**src/rtl/fbc_pkg.sv**
```systemverilog
package fbc_pkg;
   localparam int FB_DW   = 16;
   localparam int FB_LANE = 8;
   localparam int FB_NL   = FB_DW / FB_LANE;
   localparam int FB_NBUF = 2;

   localparam logic SZ_BYTE = 1'b0;
   localparam logic SZ_HALF = 1'b1;

   typedef enum logic {
      ACC_IDLE  = 1'b0,
      ACC_MERGE = 1'b1
   } acc_state_e;
endpackage

```
**src/rtl/fbc_select.sv**
```systemverilog
module fbc_select #(
   parameter int SEL_W  = 8,
   parameter int MODE_W = 2
) (
   input  logic              clk,
   input  logic              rst_n,
   input  logic              sel_wr,
   input  logic [SEL_W-1:0]  sel_wdata,
   input  logic              vblank,
   input  logic [MODE_W-1:0] disp_mode,
   output logic              frame_sel,
   output logic              swap_pending
);
   logic may_swap;
   logic pend_val_q;
   logic sel_bit;
   logic sel_hi_unused;

   assign sel_bit       = sel_wdata[0];
   assign sel_hi_unused = ^sel_wdata;
   assign may_swap      = vblank || (disp_mode == '0);

   always_ff @(posedge clk) begin
      if (!rst_n) begin
         frame_sel    <= 1'b0;
         swap_pending <= 1'b0;
         pend_val_q   <= 1'b0;
      end else if (sel_wr) begin
         pend_val_q <= sel_bit;
         if (may_swap) begin
            frame_sel    <= sel_bit;
            swap_pending <= 1'b0;
         end else begin
            swap_pending <= 1'b1;
         end
      end else if (swap_pending && may_swap) begin
         frame_sel    <= pend_val_q;
         swap_pending <= 1'b0;
      end
   end
endmodule

```
**src/rtl/fbc_access.sv**
```systemverilog
module fbc_access
   import fbc_pkg::*;
#(
   parameter int ADDR_W  = 17,
   parameter bit USE_RMW = 1'b1
) (
   input  logic                clk,
   input  logic                rst_n,
   input  logic                cpu_req,
   input  logic                cpu_we,
   input  logic                cpu_size,
   input  logic [ADDR_W:0]     cpu_addr,
   input  logic [FB_DW-1:0]    cpu_wdata,
   input  logic                frame_sel,
   input  logic [FB_DW-1:0]    rd_word,
   output logic                acc_en,
   output logic [FB_NL-1:0]    acc_be,
   output logic [ADDR_W-2:0]   acc_addr,
   output logic [FB_DW-1:0]    acc_wdata,
   output logic                acc_buf,
   output logic                rd_buf_q,
   output logic                cpu_stall
);
   acc_state_e state_q, state_d;

   logic                 in_ow;
   logic                 lo_lane;
   logic [FB_LANE-1:0]   byte_val;
   logic [FB_NL-1:0]     lane_nz;
   logic [FB_DW-1:0]     merged;
   logic [FB_NL-1:0]     hw_ow_be;
   logic                 hw_ow_en;
   logic                 hw_ow_stall;

   assign in_ow    = cpu_addr[ADDR_W];
   assign lo_lane  = cpu_addr[0];
   assign byte_val = cpu_wdata[FB_LANE-1:0];

   for (genvar l = 0; l < FB_NL; l++) begin : g_lane
      assign lane_nz[l] = |cpu_wdata[l*FB_LANE +: FB_LANE];
      assign merged[l*FB_LANE +: FB_LANE] = lane_nz[l] ? cpu_wdata[l*FB_LANE +: FB_LANE]
                                                      : rd_word[l*FB_LANE +: FB_LANE];
   end

   if (USE_RMW) begin : g_rmw
      // read first, merge next cycle
      assign hw_ow_en    = 1'b1;
      assign hw_ow_be    = '0;
      assign hw_ow_stall = 1'b1;
   end else begin : g_mask
      // drop zero lanes with byte enables
      assign hw_ow_en    = |lane_nz;
      assign hw_ow_be    = lane_nz;
      assign hw_ow_stall = 1'b0;
   end

   always_comb begin
      state_d   = state_q;
      acc_buf   = (state_q == ACC_MERGE) ? rd_buf_q : ~frame_sel;
      acc_addr  = cpu_addr[ADDR_W-1:1];
      acc_en    = 1'b0;
      acc_be    = '0;
      acc_wdata = cpu_wdata;
      cpu_stall = 1'b0;
      if (state_q == ACC_MERGE) begin
         acc_en    = 1'b1;
         acc_be    = '1;
         acc_wdata = merged;
         state_d   = ACC_IDLE;
      end else if (cpu_req) begin
         if (!cpu_we) begin
            acc_en = 1'b1;
         end else if (cpu_size == SZ_BYTE) begin
            acc_wdata = {FB_NL{byte_val}};
            acc_be    = lo_lane ? FB_NL'(1) : FB_NL'(2);
            acc_en    = !(in_ow && (byte_val == '0));
         end else if (in_ow) begin
            acc_en    = hw_ow_en;
            acc_be    = hw_ow_be;
            cpu_stall = hw_ow_stall;
            if (hw_ow_stall) state_d = ACC_MERGE;
         end else begin
            acc_en = 1'b1;
            acc_be = '1;
         end
      end
   end

   always_ff @(posedge clk) begin
      if (!rst_n) begin
         state_q  <= ACC_IDLE;
         rd_buf_q <= 1'b0;
      end else begin
         state_q <= state_d;
         if (acc_en && (acc_be == '0)) rd_buf_q <= acc_buf;
      end
   end
endmodule

```
**src/rtl/fbc_port_mux.sv**
```systemverilog
module fbc_port_mux
   import fbc_pkg::*;
#(
   parameter int ADDR_W = 17
) (
   input  logic                                  acc_en,
   input  logic [FB_NL-1:0]                      acc_be,
   input  logic [ADDR_W-2:0]                     acc_addr,
   input  logic [FB_DW-1:0]                      acc_wdata,
   input  logic                                  acc_buf,
   input  logic                                  rd_buf_q,
   input  logic [FB_NBUF-1:0][FB_DW-1:0]         fb_rdata,
   output logic [FB_NBUF-1:0]                    fb_en,
   output logic [FB_NBUF-1:0][FB_NL-1:0]         fb_be,
   output logic [FB_NBUF-1:0][ADDR_W-2:0]        fb_addr,
   output logic [FB_NBUF-1:0][FB_DW-1:0]         fb_wdata,
   output logic [FB_DW-1:0]                      rd_word
);
   for (genvar b = 0; b < FB_NBUF; b++) begin : g_buf
      assign fb_en[b]    = acc_en && (acc_buf == 1'(b));
      assign fb_be[b]    = fb_en[b] ? acc_be : '0;
      assign fb_addr[b]  = acc_addr;
      assign fb_wdata[b] = acc_wdata;
   end

   assign rd_word = fb_rdata[rd_buf_q];
endmodule

```
**src/rtl/fbc_dual_buffer.sv**
```systemverilog
module fbc_dual_buffer
   import fbc_pkg::*;
#(
   parameter int ADDR_W  = 17,
   parameter int SEL_W   = 8,
   parameter int MODE_W  = 2,
   parameter bit USE_RMW = 1'b1
) (
   input  logic                                  clk,
   input  logic                                  rst_n,
   input  logic                                  cpu_req,
   input  logic                                  cpu_we,
   input  logic                                  cpu_size,
   input  logic [ADDR_W:0]                       cpu_addr,
   input  logic [FB_DW-1:0]                      cpu_wdata,
   output logic [FB_DW-1:0]                      cpu_rdata,
   output logic                                  cpu_stall,
   input  logic                                  sel_wr,
   input  logic [SEL_W-1:0]                      sel_wdata,
   input  logic                                  vblank,
   input  logic [MODE_W-1:0]                     disp_mode,
   output logic                                  frame_sel,
   output logic                                  swap_pending,
   output logic [FB_NBUF-1:0]                    fb_en,
   output logic [FB_NBUF-1:0][FB_NL-1:0]         fb_be,
   output logic [FB_NBUF-1:0][ADDR_W-2:0]        fb_addr,
   output logic [FB_NBUF-1:0][FB_DW-1:0]         fb_wdata,
   input  logic [FB_NBUF-1:0][FB_DW-1:0]         fb_rdata
);
   if (ADDR_W < 2 || ADDR_W > 30) begin : g_bad_addr_w
      $error("fbc_dual_buffer: ADDR_W must be within 2..30");
   end
   if (SEL_W < 1) begin : g_bad_sel_w
      $error("fbc_dual_buffer: SEL_W must be at least 1");
   end
   if (MODE_W < 1) begin : g_bad_mode_w
      $error("fbc_dual_buffer: MODE_W must be at least 1");
   end

   logic                 acc_en;
   logic [FB_NL-1:0]     acc_be;
   logic [ADDR_W-2:0]    acc_addr;
   logic [FB_DW-1:0]     acc_wdata;
   logic                 acc_buf;
   logic                 rd_buf_q;
   logic [FB_DW-1:0]     rd_word;

   fbc_select #(.SEL_W(SEL_W), .MODE_W(MODE_W)) u_select (
      .clk          (clk),
      .rst_n        (rst_n),
      .sel_wr       (sel_wr),
      .sel_wdata    (sel_wdata),
      .vblank       (vblank),
      .disp_mode    (disp_mode),
      .frame_sel    (frame_sel),
      .swap_pending (swap_pending)
   );

   fbc_access #(.ADDR_W(ADDR_W), .USE_RMW(USE_RMW)) u_access (
      .clk       (clk),
      .rst_n     (rst_n),
      .cpu_req   (cpu_req),
      .cpu_we    (cpu_we),
      .cpu_size  (cpu_size),
      .cpu_addr  (cpu_addr),
      .cpu_wdata (cpu_wdata),
      .frame_sel (frame_sel),
      .rd_word   (rd_word),
      .acc_en    (acc_en),
      .acc_be    (acc_be),
      .acc_addr  (acc_addr),
      .acc_wdata (acc_wdata),
      .acc_buf   (acc_buf),
      .rd_buf_q  (rd_buf_q),
      .cpu_stall (cpu_stall)
   );

   fbc_port_mux #(.ADDR_W(ADDR_W)) u_port_mux (
      .acc_en    (acc_en),
      .acc_be    (acc_be),
      .acc_addr  (acc_addr),
      .acc_wdata (acc_wdata),
      .acc_buf   (acc_buf),
      .rd_buf_q  (rd_buf_q),
      .fb_rdata  (fb_rdata),
      .fb_en     (fb_en),
      .fb_be     (fb_be),
      .fb_addr   (fb_addr),
      .fb_wdata  (fb_wdata),
      .rd_word   (rd_word)
   );

   assign cpu_rdata = rd_word;
endmodule

```
**config.mk**
```make
export PLATFORM = sky130hd
export DESIGN_NAME = fbc_dual_buffer
export DESIGN_NICKNAME = d
export VERILOG_FILES = /design/src/rtl/fbc_pkg.sv /design/src/rtl/fbc_select.sv /design/src/rtl/fbc_access.sv /design/src/rtl/fbc_port_mux.sv /design/src/rtl/fbc_dual_buffer.sv
export SDC_FILE = /design/constraint.sdc
export NUM_CORES = 1
export LEC_CHECK = 0
export BUFFER_PORTS_ARGS = -buffer_cell sky130_fd_sc_hd__buf_2
export CORE_AREA = 2 2 67 69
export CTS_BUF_LIST = sky130_fd_sc_hd__clkbuf_4 sky130_fd_sc_hd__clkbuf_8
export CTS_CLUSTER_DIAMETER = 80
export DETAILED_ROUTE_END_ITERATION = 12
export DIE_AREA = 0 0 69 71
export PLACE_DENSITY = 0.81
export SLEW_MARGIN = 20
export SYNTH_ARGS = -nofsm -noshare
export SYNTH_HDL_FRONTEND = slang
export SYNTH_SLANG_ARGS = --single-unit
```
**constraint.sdc**
```tcl
create_clock -name clk -period 3.4 [get_ports clk]
set_input_delay 0.68 -clock clk [delete_from_list [all_inputs] [get_ports clk]]
set_output_delay 0.68 -clock clk [all_outputs]
set_load 0.02 [all_outputs]
```
==> results.json <==
{
  "synth_edf_count": 0,
  "ys_seq_elements": 5,
  "antenna_found_initial": 0,
  "slew_violations": 0,
  "synth_cells": 146,
  "synth_most_common_cell": "buf_4",
  "htree_levels": 1,
  "viasPerCell": 4.928,
  "die_y_um": 71,
  "finalWorstSetupSlack_ns": 0.7578,
  "gp_congestion": 0.8046,
  "criticalPathCategory": "input port to output port",
  "outcome": "finished, final reports clean",
  "via_count": 1306,
  "async_flop_share_pct": 0,
  "period_share_pct": 77.71,
  "p_clk_share_pct": 27.2,
  "grt-ovfl-total": 0,
  "grt_pass1_vias": 1234,
  "setup_viol": 0,
  "diodes": 0,
  "maxSlewHeadroom_pct": 57.65,
  "cts_buffers": 3,
  "drc": 0,
  "seq_area_frac_synth_pct": 7.576,
  "hold-worst-slack_ns": 0.5113,
  "period_minus_slack_ns": 2.642,
  "setup_tns_ns": 0,
  "grt_util_all_layers_pct": 14.50,
  "die-width_um": 69,
  "synthToLayoutAreaGrowth_pct": 21.87,
  "yosysWarnings": 0,
  "post-cts-setup-buffer-count": 0,
  "yosys_most_used_dff": "dfxtp_1",
  "avgRoutedWirePerCell_um": 14.80,
  "critPathMaxFanout": 8,
  "worst_setup_path_end_kind": "output port",
  "nets": 297,
  "grt_max_degree": 21,
  "cts_sinks": 5,
  "syn_nets": 229,
  "routed_wl_um": 3923,
  "cp-start-kind": "input port",
  "clock_path_buffers": 2,
  "swShare_pct": 40.84,
  "hold_path_class": "flip-flop to flip-flop",
  "clk_pin_slew_ns": 0.04,
  "worstMarginPinSlew_ns": 0.6345,
  "ir_worst_vdd_mv": 0.3298,
  "syn_avg_cell_area_sq_um": 9.050,
  "rsz0062_at_grt": "false",
  "dp_slack_ns": 0.7083,
  "cellPowerDensity_nw_per_um2": 266.9,
  "drtPass1Iterations": 4,
  "core_sq_um": 4204,
  "max-cap-violations": 0,
  "hold_buffers": 0,
  "yosys-top-cells-area": "buf_4 (28%), mux2_4 (10%), mux2i_1 (9.1%)",
  "pwr-share-comb_pct": 56.8,
  "yosys-top-cells-count": "buf_4 (49), mux2i_1 (12), a21oi_1 (9), a311oi_1 (9), mux2_4 (9)",
  "p_leak_uw": 0.0008883,
  "p_total_uw": 429.7,
  "dieArea_sq_um": 4899,
  "yosysTopAreaCellShare_pct": 27.84,
  "portBuffers": 116,
  "clk_latency_ns": 0.22,
  "yosysUniqueCellTypes": 32,
  "grt_pass1_wl_um": 5899,
  "p_int_uw": 254.2,
  "layout-drive-gt1-share_pct": 67.14,
  "dp_hpwl_um": 3263,
  "cts_tree": "done",
  "cts-root-buf": "clkbuf_8",
  "clock_skew_ns": 0.0003346,
  "required_ns": 2.72,
  "syn_area_sq_um": 1321,
  "synth_area_leader_cell": "buf_4",
  "ctsResizeCount": 0,
  "hold_viol": 0,
  "ant_nets": 0,
  "pwr-share-seq_pct": 16.0,
  "num_io_pins": 172,
  "row_count": 24,
  "initial_core_util_pct": 31.43,
  "drtIter0Drc": 36,
  "arrival_ns": 1.96,
  "switchingPower_uw": 175.5,
  "max_freq_mhz": 378.5
}
[cells by family (layout without fill, tap and decap cells)]
group           count (synthesis)  count (layout)  share of synthesized area (%)
compound gates                 35              35                          21.21
buf+inv                        58             125                          32.39
flops                           5               5                          7.576
mux                            28              28                          25.28
simple gates                   20              20                          13.54
[per-stage QoR]
step | instance area, sq um | utilization [%] | instances
after floorplan | 1321 | - | 146
after global placement | 1562 | 37.14 | 261
after detailed placement | 1562 | 37.14 | 261
after CTS | 1610 | 38.30 | 265
after global routing | 1610 | 38.30 | 265
final | 1610 | 38.30 | 265
[power groups by stage]
stage	Sequential, uW	Combinational, uW	Clock (uW)
after global routing	69.5	262	124
after floorplan	66.8	223	0
after CTS	69.1	247	119
final	68.8	244	117
after detailed placement	69.9	247	0
after global placement	69.6	243	0
[critical path: stages]
cell	delay (ns)
buf_2	0.14
nand3b_1	0.48
mux2i_1	0.23
a21oi_1	0.22
buf_2	0.20
[cell usage in the layout, fill, tap and decap left out, types with 2 or more instances in the layout]
cell,netlist,layout
dfxtp_1,5,5
a311oi_1,9,9
mux2i_1,12,12
nor2b_1,2,2
inv_1,4,4
mux2_2,7,7
clkbuf_8,0,3
mux2_4,9,9
buf_2,2,116
nor3b_1,2,2
nor2_1,4,4
a21oi_1,9,9
a211oi_1,2,2
a41o_1,8,8
nor3_1,2,2
nor4_4,4,4
[cell type report]
type,count,area (sq um)
Fill cell,449,2594
Tap cell,52,65.06
Timing Repair Buffer,117,588.1
Sequential cell,5,100.1
Inverter,4,15.01
Clock buffer,4,48.80
Multi-Input combinational cell,83,793.3
[sequential cells by signal, summed over array words and instances (netlist names)]
register and flops:
u_access.rd_buf_q 1, u_select.pend_val_q 1, u_select.frame_sel 1, u_access.state_q 1, u_select.swap_pending 1
[final timing paths]
path,from,to,slack [ns],cells after the start
setup / recovery,cpu_size,fb_wdata[14],0.76,5
hold / removal,u_select.pend_val_q$_SDFFE_PN0P_,u_select.pend_val_q$_SDFFE_PN0P_,0.51,2
setup reg to reg,u_access.state_q$_SDFF_PN0_,u_access.rd_buf_q$_SDFFE_PN0P_,2.26,3
hold reg to reg,u_select.pend_val_q$_SDFFE_PN0P_,u_select.pend_val_q$_SDFFE_PN0P_,0.51,2
[per-layer routing]
metal  global-route usage [%]  wire [um]  share of wire, %
met2                    25.96       1981                50
met4                    2.614         61               1.6
met1                    17.80       1551                40
met5                        0          0                 0
met3                    3.561        329               8.4
Power figures use the tool's default switching activity.
